## src/rtl/uaseq_pkg.sv

```systemverilog
package uaseq_pkg;
  typedef enum logic [1:0] {
    BR_JUMP = 2'd0,
    BR_CALL = 2'd1,
    BR_RET  = 2'd2,
    BR_MAP  = 2'd3
  } br_kind_e;

  typedef enum logic [1:0] {
    CND_ALWAYS = 2'd0,
    CND_IND    = 2'd1,
    CND_SIGN   = 2'd2,
    CND_ZERO   = 2'd3
  } cond_sel_e;

  // next-address mux source codes
  localparam logic [1:0] SRC_INC = 2'd0;
  localparam logic [1:0] SRC_FLD = 2'd1;
  localparam logic [1:0] SRC_RET = 2'd2;
  localparam logic [1:0] SRC_MAP = 2'd3;
endpackage

```

## src/rtl/uaseq_test_pick.sv

```systemverilog
module uaseq_test_pick
  import uaseq_pkg::*;
(
  input  logic [1:0] cond_sel,
  input  logic       st_indirect,
  input  logic       st_sign,
  input  logic       st_zero,
  output logic       test_bit
);
  always_comb begin
    unique case (cond_sel_e'(cond_sel))
      CND_ALWAYS: test_bit = 1'b1;
      CND_IND:    test_bit = st_indirect;
      CND_SIGN:   test_bit = st_sign;
      default:    test_bit = st_zero;
    endcase
  end
endmodule

```

## src/rtl/uaseq_sel_logic.sv

```systemverilog
module uaseq_sel_logic (
  input  logic [1:0] br_kind,
  input  logic       test_bit,
  output logic [1:0] src_sel,
  output logic       ret_load
);
  logic i1, i0;
  assign i1 = br_kind[1];
  assign i0 = br_kind[0];

  always_comb begin
    src_sel[1] = i1;
    src_sel[0] = (i1 & i0) | (~i1 & test_bit);
    ret_load   = ~i1 & i0 & test_bit;
  end
endmodule

```

## src/rtl/uaseq_addr_mux.sv

```systemverilog
module uaseq_addr_mux
  import uaseq_pkg::*;
#(
  parameter int AW      = 7,
  parameter int OW      = 4,
  parameter int MAP_LSB = 2
) (
  input  logic [1:0]    src_sel,
  input  logic [AW-1:0] car_q,
  input  logic [AW-1:0] addr_fld,
  input  logic [AW-1:0] ret_q,
  input  logic [OW-1:0] opcode,
  output logic [AW-1:0] car_inc,
  output logic [AW-1:0] car_nxt
);
  function automatic logic [AW-1:0] inc_of(input logic [AW-1:0] a);
    return a + 1'b1;
  endfunction

  function automatic logic [AW-1:0] map_of(input logic [OW-1:0] op);
    logic [AW-1:0] m;
    m = '0;
    m[MAP_LSB +: OW] = op;
    return m;
  endfunction

  logic [AW-1:0] map_addr;
  assign car_inc  = inc_of(car_q);
  assign map_addr = map_of(opcode);

  always_comb begin
    unique case (src_sel)
      SRC_INC: car_nxt = car_inc;
      SRC_FLD: car_nxt = addr_fld;
      SRC_RET: car_nxt = ret_q;
      default: car_nxt = map_addr;
    endcase
  end
endmodule

```

## src/rtl/uaddr_seq.sv

```systemverilog
module uaddr_seq #(
  parameter int AW         = 7,
  parameter int OW         = 4,
  parameter int MAP_LSB    = 2,
  parameter int START_ADDR = 64
) (
  input  logic          clk,
  input  logic          rst,
  input  logic [1:0]    cond_sel,
  input  logic [1:0]    br_kind,
  input  logic [AW-1:0] addr_fld,
  input  logic          st_indirect,
  input  logic          st_sign,
  input  logic          st_zero,
  input  logic [OW-1:0] opcode,
  output logic [AW-1:0] car_q
);
  localparam logic [AW-1:0] START_VAL = AW'(START_ADDR);

  // internal events, named for the checker
  logic          test_bit;
  logic [1:0]    src_sel;
  logic          sbr_load;
  logic [AW-1:0] sbr_q;
  logic [AW-1:0] car_inc;
  logic [AW-1:0] car_nxt;

  uaseq_test_pick u_test (
    .cond_sel    (cond_sel),
    .st_indirect (st_indirect),
    .st_sign     (st_sign),
    .st_zero     (st_zero),
    .test_bit    (test_bit)
  );

  uaseq_sel_logic u_sel (
    .br_kind  (br_kind),
    .test_bit (test_bit),
    .src_sel  (src_sel),
    .ret_load (sbr_load)
  );

  uaseq_addr_mux #(.AW(AW), .OW(OW), .MAP_LSB(MAP_LSB)) u_mux (
    .src_sel  (src_sel),
    .car_q    (car_q),
    .addr_fld (addr_fld),
    .ret_q    (sbr_q),
    .opcode   (opcode),
    .car_inc  (car_inc),
    .car_nxt  (car_nxt)
  );

  always_ff @(posedge clk) begin
    if (rst) begin
      car_q <= START_VAL;
      sbr_q <= '0;
    end else begin
      car_q <= car_nxt;
      if (sbr_load) sbr_q <= car_inc;
    end
  end
endmodule

```

## config.mk

```make
export PLATFORM = sky130hd
export DESIGN_NAME = uaddr_seq
export DESIGN_NICKNAME = d
export VERILOG_FILES = /design/src/rtl/uaseq_pkg.sv /design/src/rtl/uaseq_test_pick.sv /design/src/rtl/uaseq_sel_logic.sv /design/src/rtl/uaseq_addr_mux.sv /design/src/rtl/uaddr_seq.sv
export SDC_FILE = /design/constraint.sdc
export NUM_CORES = 1
export LEC_CHECK = 0
export BUFFER_PORTS_ARGS = -buffer_cell sky130_fd_sc_hd__buf_2
export CORE_AREA = 2 2 54 56
export DETAILED_ROUTE_END_ITERATION = 16
export DIE_AREA = 0 0 56 58
export SYNTH_ARGS = -nofsm -noshare
export SYNTH_HDL_FRONTEND = slang
export SYNTH_SLANG_ARGS = --single-unit
```

## constraint.sdc

```tcl
create_clock -name clk -period 2.55 [get_ports clk]
set_clock_uncertainty 0.05 [all_clocks]
set_input_delay 0.255 -clock clk [delete_from_list [all_inputs] [get_ports clk]]
set_output_delay 0.255 -clock clk [all_outputs]
set_load 0.005 [all_outputs]
```

==> metrics.cfg <==
[logic_synthesis]
yosys_register_bits = 14
synthXorXnorAreaFrac = 0.0463
synth_top_family_by_area = compound AO/OA/AOI/OAI gates
synth_simple_gate_area_frac = 0.169
synthMuxAreaShare = 0.0264
seq_area_frac_synth = 0.370
synth.net_count = 105
yosysWarnings = 0
synth-adder-area-share = 0.0165
netlist_area_um2 = 757
synth_compound_area_frac = 0.327
synth_cell_types = 25
syn_avg_cell_area_um2 = 9.01
netlist_instances = 84

[pwr]
intPower_uw = 361
p_switching_uw = 130
p_per_area_mw_per_mm2 = 523
swShare = 0.264
irDropWorstVdd_v = 0.000302
clock_power_share = 0.319
p_seq_frac = 0.502
p_leak_uw = 0.000363
power_frac_comb = 0.180

[clock_network]
cts_sinks = 14
cts.clk_slew.worst_paths_ns = 0.08
clock_latency_ns = 0.28
cts_buffer_depth = 2
htree_levels = 1
cts_tree = done
cts_made_buffers = 3
holdBufCountCts = 0
root_buffer = clkbuf_4
cts_setup_buffers = 0
cts-resized-gates = 0

[timing]
min_period_ns = 1.58
slew_headroom = 0.460
setup_viol = 0
tightest_slew_ns = 0.810
max_freq_mhz = 634
hold_ws_ns = 0.177
hold_viol_final = 0
tns_ns = 0
final-max-slew-violation-count = 0
grt_setup_unrepaired = no
timing.final.ws_setup_ns = 0.973
fin_crit_sh = 0.618

[global_routing]
gr-total-overflow = 0
grt_usage = 0.124
grt_pass1_vias = 714
grt_max_degree = 15
grt_pass1_wl_um = 3120
antenna_found_initial = 0

[detailed_routing]
routed_wl_um = 1790
vias_per_cell = 4.96
drtAntennaViolNets = 0
drc_errors = 0
drt_iter0_markers = 19
via_count = 700
firstDrtPassIters = 4
post_drt_wl_per_cell_um = 12.7

[setup_path]
worstPathMaxFanout = 13
critPathLaunchType = primary input
r2r_cells = 5
critPathCaptureType = register
r2r-end = car_q[4]
regToRegSetupSlack_ns = 1.16
cp.required_ns = 2.66
worstSetupPathType = in -> reg
arrival_ns = 1.69
r2r_start = car_q[0]

[die]
rows = 19
die_area_mm2 = 0.00325
die_height_um = 58
fp.dieW_um = 56
core_mm2 = 0.00266
io_pins = 27
start_util = 0.284

[placement]
dp.cells = 137
pre_cts_ws_ns = 0.630
routabilityCongestion = 0.810
port_buffers = 26
dp_hpwl_um = 1380

[min_path]
whs_path_depth = 3
hold_path_class = in -> reg
hp-start = addr_fld[2]
hold_end = car_q[2]

[layout]
fillers = 293
finish.utilization = 0.353
final_cells = 141
final_common_cell = buf_2
area_growth_pct = 24.1
final_nets = 132
layout_common_cells = 26 x buf_2, 14 x dfxtp_1, 8 x nor2_1, 7 x nand2_1, 6 x o21ai_0
multi_input_area_um2 = 443
drive_above_1_share = 0.336
diodes = 0
seq_area_um2 = 280

[flow_run]
maxCapViolCount = 0

[run_status]
status = completed

-- critical path: stages --
cell	delay (ns)
buf_2	0.11
mux2i_1	0.19
a2111oi_4	0.82
mux2i_1	0.26
nor2_1	0.05
-- worst max path at each step --
stage	from	slack, ns	depth (start not counted)	to
6_report	cond_sel[0]	0.97	5	sbr_q[1]
5_1_grt	cond_sel[0]	0.80	5	sbr_q[0]
4_1_cts	cond_sel[0]	0.95	5	sbr_q[1]
3_5_place_dp	cond_sel[0]	0.63	5	sbr_q[1]
3_3_place_gp	cond_sel[0]	0.71	5	sbr_q[1]
2_1_floorplan	br_kind[0]	1.09	6	sbr_q[3]
-- cell families after synthesis --
| family | after synthesis |
|---|---|
| AND/OR/NAND/NOR | 26 |
| buffers and inverters | 7 |
| multiplexers | 2 |
| adder cells (fa/ha/maj) | 1 |
| flip-flops | 14 |
| XOR/XNOR | 4 |
| AO/OA/AOI/OAI | 30 |
-- synthesized netlist by cell type (all sizes together) --
cell type / count / area share
nor3b: 1 / 0.017
nor2b: 1 / 0.0083
nor2: 8 / 0.040
xor2: 2 / 0.023
a221oi: 3 / 0.035
buf: 1 / 0.015
or2: 5 / 0.041
a211oi: 6 / 0.086
a2111oi: 1 / 0.036
xnor2: 2 / 0.023
nand2: 7 / 0.035
dfxtp: 14 / 0.37
or3: 1 / 0.0083
mux2i: 2 / 0.026
a31oi: 5 / 0.041
ha: 1 / 0.017
inv: 3 / 0.015
nand3: 3 / 0.020
o21ai: 6 / 0.040
a22oi: 3 / 0.030
clkbuf: 3 / 0.015
a21o: 1 / 0.0099
o21bai: 5 / 0.050
-- through the flow --
stage | area (µm²) | total power, µW
2_1_floorplan | 757 | 304
3_5_place_dp | 903 | 341
5_1_grt | 940 | 522
3_3_place_gp | 903 | 338
4_1_cts | 940 | 500
6_report | 940 | 491
-- layout make-up --
| cell class | count | share of cell area |
|---|---|---|
| Tap cell | 31 | 0.0413 |
| Clock buffer | 4 | 0.0386 |
| Inverter | 3 | 0.0120 |
| Multi-Input combinational cell | 63 | 0.471 |
| Timing Repair Buffer | 26 | 0.138 |
| Sequential cell | 14 | 0.298 |
-- power by group through the flow --
| stage | logic (µW) | clock network, µW | registers [µW] |
|---|---|---|---|
| floorplan | 55.4 | 0 | 249 |
| detailed placement | 89.6 | 0 | 251 |
| global placement | 87.7 | 0 | 251 |
| CTS | 90.0 | 163 | 246 |
| global route | 100 | 173 | 248 |
| finish | 88.3 | 156 | 246 |
-- registers in the layout (all words and copies together), names as in the netlist --
name,flops
car_q,7
sbr_q,7
-- metal layers --
layer | wire (µm) | GRT usage | vias to the layer above
met3 | 104 | 0.0313 | 0
met5 | 0 | 0 | -
met2 | 859 | 0.212 | 17
met4 | 0 | 0.0510 | 0
li1 | - | - | 360
met1 | 821 | 0.148 | 323
Note: power is estimated with default switching activity, not from simulation.
